[config.mk]
export PLATFORM = sky130hd
export DESIGN_NAME = ext_irq_sense
export DESIGN_NICKNAME = d
export VERILOG_FILES = /design/src/rtl/ext_irq_pkg.sv /design/src/rtl/ext_irq_sync.sv /design/src/rtl/ext_irq_detect.sv /design/src/rtl/ext_irq_flag.sv /design/src/rtl/ext_irq_sense.sv
export SDC_FILE = /design/constraint.sdc
export NUM_CORES = 1
export LEC_CHECK = 0
export ABC_AREA = 0
export BUFFER_PORTS_ARGS = -buffer_cell sky130_fd_sc_hd__buf_2
export CAP_MARGIN = 5
export CORE_AREA = 4 4 41 43
export DETAILED_ROUTE_END_ITERATION = 16
export DIE_AREA = 0 0 45 47
export PLACE_DENSITY = 0.58
export SLEW_MARGIN = 15
export SYNTH_ARGS = -nofsm -noshare
export SYNTH_HDL_FRONTEND = slang
export SYNTH_SLANG_ARGS = --single-unit
[constraint.sdc]
create_clock -name clk_i -period 2.7 [get_ports clk_i]
set_input_delay 0 -clock clk_i [delete_from_list [all_inputs] [get_ports clk_i]]
set_output_delay 0 -clock clk_i [all_outputs]
set_load 0.01 [all_outputs]
[src/rtl/ext_irq_pkg.sv]
package ext_irq_pkg;
  typedef enum logic [1:0] {
    SENSE_LOW  = 2'b00,
    SENSE_ANY  = 2'b01,
    SENSE_FALL = 2'b10,
    SENSE_RISE = 2'b11
  } sense_mode_e;

  localparam int unsigned MODE_W = 2;
endpackage

[src/rtl/ext_irq_sync.sv]
module ext_irq_sync #(
  parameter int unsigned STAGES   = 2,
  parameter logic        IDLE_VAL = 1'b1
) (
  input  logic clk_i,
  input  logic rst_ni,
  input  logic d_i,
  output logic q_o
);
  logic [STAGES-1:0] stg_q;

  generate
    for (genvar i = 0; i < STAGES; i++) begin : g_stg
      always_ff @(posedge clk_i or negedge rst_ni) begin
        if (!rst_ni) stg_q[i] <= IDLE_VAL;
        else if (i == 0) stg_q[i] <= d_i;
        else stg_q[i] <= stg_q[(i == 0) ? 0 : i-1];
      end
    end
  endgenerate

  assign q_o = stg_q[STAGES-1];
endmodule

[src/rtl/ext_irq_detect.sv]
module ext_irq_detect
  import ext_irq_pkg::*;
#(
  parameter logic IDLE_VAL = 1'b1
) (
  input  logic        clk_i,
  input  logic        rst_ni,
  input  logic        pin_s_i,
  input  sense_mode_e mode_i,
  output logic        set_o,
  output logic        level_o
);
  logic prev_q;
  logic fall, rise;

  always_ff @(posedge clk_i or negedge rst_ni) begin
    if (!rst_ni) prev_q <= IDLE_VAL;
    else prev_q <= pin_s_i;
  end

  assign fall = prev_q & ~pin_s_i;
  assign rise = ~prev_q & pin_s_i;

  always_comb begin
    set_o   = 1'b0;
    level_o = 1'b0;
    unique case (mode_i)
      SENSE_LOW:  level_o = ~pin_s_i;
      SENSE_ANY:  set_o   = fall | rise;
      SENSE_FALL: set_o   = fall;
      SENSE_RISE: set_o   = rise;
      default:    ;
    endcase
  end


  low_mode_no_set_chk: assert property (@(posedge clk_i) disable iff (!rst_ni)
    (mode_i == SENSE_LOW) |-> !set_o);

  fall_mode_no_rise_chk: assert property (@(posedge clk_i) disable iff (!rst_ni)
    (mode_i == SENSE_FALL && set_o) |-> !pin_s_i);
endmodule

[src/rtl/ext_irq_flag.sv]
module ext_irq_flag (
  input  logic clk_i,
  input  logic rst_ni,
  input  logic set_i,
  input  logic clr_i,
  output logic flag_o
);
  logic flag_q;

  // a fresh detection outranks a clear in the same cycle
  always_ff @(posedge clk_i or negedge rst_ni) begin
    if (!rst_ni) flag_q <= 1'b0;
    else if (set_i) flag_q <= 1'b1;
    else if (clr_i) flag_q <= 1'b0;
  end

  assign flag_o = flag_q;


  flag_sticky_chk: assert property (@(posedge clk_i) disable iff (!rst_ni)
    (flag_q && !clr_i) |=> flag_q);

  flag_clear_chk: assert property (@(posedge clk_i) disable iff (!rst_ni)
    (clr_i && !set_i) |=> !flag_q);

  flag_set_chk: assert property (@(posedge clk_i) disable iff (!rst_ni)
    set_i |=> flag_q);
endmodule

[src/rtl/ext_irq_sense.sv]
module ext_irq_sense
  import ext_irq_pkg::*;
#(
  parameter int unsigned SYNC_STAGES = 2,
  parameter int unsigned CTRL_W      = 8,
  parameter logic        PIN_IDLE    = 1'b1
) (
  input  logic              clk_i,
  input  logic              rst_ni,
  input  logic              pin_i,
  input  logic              ctrl_we_i,
  input  logic [CTRL_W-1:0] ctrl_wdata_i,
  output logic [CTRL_W-1:0] ctrl_rdata_o,
  input  logic              gie_i,
  input  logic              mask_i,
  input  logic              ack_i,
  input  logic              flag_we_i,
  input  logic              flag_wdata_i,
  output logic              flag_o,
  output logic              irq_o,
  output logic              wake_o
);
  localparam int unsigned MODE_MSB = CTRL_W - 1;
  localparam int unsigned MODE_LSB = CTRL_W - MODE_W;

  logic [MODE_W-1:0] mode_q;
  sense_mode_e       mode;
  logic              pin_s, set, level, flag, clr;
  logic              unused_wdata;

  always_ff @(posedge clk_i or negedge rst_ni) begin
    if (!rst_ni) mode_q <= '0;
    else if (ctrl_we_i) mode_q <= ctrl_wdata_i[MODE_MSB:MODE_LSB];
  end

  assign unused_wdata = ^ctrl_wdata_i[MODE_LSB-1:0];
  assign mode         = sense_mode_e'(mode_q);
  assign ctrl_rdata_o = {mode_q, {MODE_LSB{1'b0}}};

  ext_irq_sync #(.STAGES(SYNC_STAGES), .IDLE_VAL(PIN_IDLE)) u_sync (
    .clk_i (clk_i),
    .rst_ni(rst_ni),
    .d_i   (pin_i),
    .q_o   (pin_s)
  );

  ext_irq_detect #(.IDLE_VAL(PIN_IDLE)) u_detect (
    .clk_i  (clk_i),
    .rst_ni (rst_ni),
    .pin_s_i(pin_s),
    .mode_i (mode),
    .set_o  (set),
    .level_o(level)
  );

  assign clr = ack_i | (flag_we_i & flag_wdata_i);

  ext_irq_flag u_flag (
    .clk_i (clk_i),
    .rst_ni(rst_ni),
    .set_i (set),
    .clr_i (clr),
    .flag_o(flag)
  );

  assign flag_o = flag;
  assign wake_o = flag | level;
  assign irq_o  = gie_i & mask_i & (flag | level);


  irq_implies_wake_chk: assert property (@(posedge clk_i) disable iff (!rst_ni)
    irq_o |-> wake_o);

  irq_needs_enables_chk: assert property (@(posedge clk_i) disable iff (!rst_ni)
    irq_o |-> (gie_i && mask_i));

  ctrl_reserved_zero_chk: assert property (@(posedge clk_i) disable iff (!rst_ni)
    ctrl_rdata_o[MODE_LSB-1:0] == '0);

  ctrl_hold_chk: assert property (@(posedge clk_i) disable iff (!rst_ni)
    !ctrl_we_i |=> $stable(ctrl_rdata_o));
endmodule

==> results.json <==
{
  "worstSkewPairLatency_ns": 0.24,
  "drt_iter0_drc": 0,
  "crit_family": "flip-flops",
  "slowest_stage": "dfstp_2",
  "fin_cells": 64,
  "tritoncts": "done",
  "holdWs_ns": 0.0132,
  "seq_area_frac_synth_pct": 47.7,
  "worstPathRequired_ns": 2.82,
  "cts_made_buffers": 3,
  "dieHeight_um": 47,
  "clkPwrFrac_pct": 36.3,
  "use_met2_pct": 13.8,
  "max_clock_freq_mhz": 678,
  "slowest_delay_ns": 0.55,
  "drive_above_1_share_pct": 44.9,
  "num-nets-final": 69,
  "finalPower_uw": 245,
  "internal_power_uw": 182,
  "gr-total-overflow": 0,
  "cp_cell_sequence": "inv_1 -> ha_1 -> mux2_1 -> a221o_1",
  "grt_pass1_vias": 297,
  "synth.yosys.warnings": 0,
  "die_area_um2": 2120,
  "powerDensity_nw_per_um2": 537,
  "synth_common_cells": "6 x buf_4, 3 x dfrtp_1, 3 x dfstp_2, 3 x mux2_1",
  "syn_to_final_growth_pct": 41.5,
  "yosys.cell_count.top_type": "buf_4",
  "avgRoutedWirePerCell_um": 10.4,
  "path_buf_inv": 1,
  "start_util_pct": 24.8,
  "regArea_um2": 154,
  "multi_input_area_um2": 135,
  "synth_top_area_cell": "dfstp_2",
  "period_needed_ns": 1.48,
  "met1_usage_pct": 8.29,
  "viasPerCell": 3.92,
  "fill_cells": 135,
  "hp-class": "in2reg",
  "status": "finished clean",
  "async_flop_share_pct": 100,
  "final_core_util_pct": 35.1,
  "switching_share_pct": 25.8,
  "fin_tns_setup_ns": 0,
  "cts_num_sinks": 6,
  "p_switching_uw": 63.3,
  "power_frac_seq_pct": 44.0,
  "die_x_um": 45,
  "cp_max_fo": 4,
  "critPathLaunchType": "flip-flop",
  "finalHoldViolations": 0,
  "synth_cell_type_count": 14,
  "rsz0062_at_grt": "no",
  "antenna_cells": 0,
  "h-tree-depth": 1,
  "slew_viol_final": 0,
  "grt_pass1_wl_um": 1180,
  "path_class": "reg2reg",
  "synth-seq-cells": 6,
  "comb_power_share_pct": 19.7,
  "worstPathArrival_ns": 1.60,
  "core_area_um2": 1300,
  "synth_area_um2": 323,
  "busiest_layer": "met2",
  "irDropWorstVdd_mv": 0.160,
  "dp_cells": 56,
  "use_met3_pct": 1.15,
  "gp_routability_congestion": 0.645,
  "drtAntennaViolNets": 0,
  "clock_skew_ns": 0.00406,
  "min_period_over_period_pct": 54.6,
  "synth-edff-count": 0,
  "leakage_nw": 0.248,
  "grtUsageTotal_pct": 7.94,
  "synth.area.top_cells": "dfstp_2 24%, dfrtp_1 23%, buf_4 14%",
  "grt_max_degree": 7,
  "via_count": 251,
  "cts_root_buf": "clkbuf_4",
  "syn_area_per_cell_um2": 12.0,
  "portBuffers": 15,
  "fp-row-count": 13,
  "cts_resized": 0,
  "wl_um": 667,
  "postCtsSetupRepairBufs": 0,
  "clk_pin_slew_ns": 0.05,
  "finalSetupViolations": 0,
  "synthCells": 27,
  "crit_path_end_kind": "flip-flop",
  "max_cap_viol_count": 0,
  "drc": 0,
  "ios": 28,
  "place_hpwl_um": 505,
  "max-clock-path-buffers": 2,
  "synth.top_cell.area_share_pct": 24.4,
  "antenna_found_initial": 0,
  "dr.pass1.iters": 1,
  "synthFlopType": "dfstp_2"
}
## layer usage
| metal | share of wire, % | routed length [µm] | vias to the layer above |
|---|---|---|---|
| met4 | 0 | 0 | 0 |
| met5 | 0 | 0 | - |
| met3 | 9.9 | 66 | 0 |
| met1 | 34 | 225 | 114 |
| li1 | - | - | 122 |
| met2 | 56 | 376 | 15 |
## cells in the final DEF (no fill, tap or decap), drive strengths merged
cell         instances
buf                 15
conb                 6
dlygate4sd3          4
clkbuf               4
mux2                 3
dfrtp                3
dfstp                3
inv                  2
ha                   2
nor3                 1
or2                  1
o211a                1
nor2b                1
nand2                1
nor3b                1
a221o                1
## through the flow
stage | area, µm² | worst slack, ns
finish | 457 | 1.22
global route | 457 | 1.15
CTS | 457 | 1.20
detailed placement | 390 | 1.20
global placement | 390 | 1.24
floorplan | 342 | 1.29
## state kept, by name, summed over array words and instances, names as in the netlist
name             flops
u_flag.flag_o        1
u_sync.q_o           1
u_sync.stg_q         1
mode                 2
u_detect.prev_q      1
## worst paths after layout
| kind | start | to | slack (ns) | cells past startpoint |
|---|---|---|---|---|
| worst max-delay path | u_sync.q_o | u_flag.flag_o | 1.22 | 4 |
| worst min-delay path | ctrl_we_i | mode[1] | 0.01 | 2 |
| worst max register to register | u_sync.q_o | u_flag.flag_o | 1.22 | 4 |
| worst min register to register | u_sync.stg_q[0] | u_sync.q_o | 0.35 | 0 |
| max in group asynchronous | rst_ni | u_sync.q_o | 2.35 | 2 |
| min in group asynchronous | rst_ni | u_flag.flag_o | 0.13 | 2 |
## final cells by class
class	count	area share, %
tap	15	4.11
sequential	6	33.7
inverter	2	1.64
multi-input combinational	18	29.6
timing repair buffer	19	25.2
clock buffer	4	5.75
## kinds of logic (layout without fill, tap and decap cells)
kind of cell               count (synthesis)  count (layout)  share of synthesized area [%]
other                                      1               6                           1.16
buffers and inverters                      8              25                           16.3
muxes                                      3               3                           10.5
DFF                                        6               6                           47.7
adders and majority gates                  2               2                           7.75
AOI/OAI and AO/OA                          2               2                           6.20
and+or+nand+nor                            5               5                           10.5
## power groups by stage
| stage | registers [mW] | logic, mW | clock network (mW) |
|---|---|---|---|
| floorplan | 0.110 | 0.0272 | 0 |
| global placement | 0.109 | 0.0432 | 0 |
| detailed placement | 0.109 | 0.0444 | 0 |
| CTS | 0.108 | 0.0489 | 0.0948 |
| global route | 0.110 | 0.0547 | 0.0973 |
| finish | 0.108 | 0.0483 | 0.0891 |
## timing repair
action / 4_1_cts / 5_1_grt
endpoints found under the setup margin: 0 / 0
hold buffers: 4 / 0
hold endpoints to repair: 9 / 0
Power figures use the tool's default switching activity.
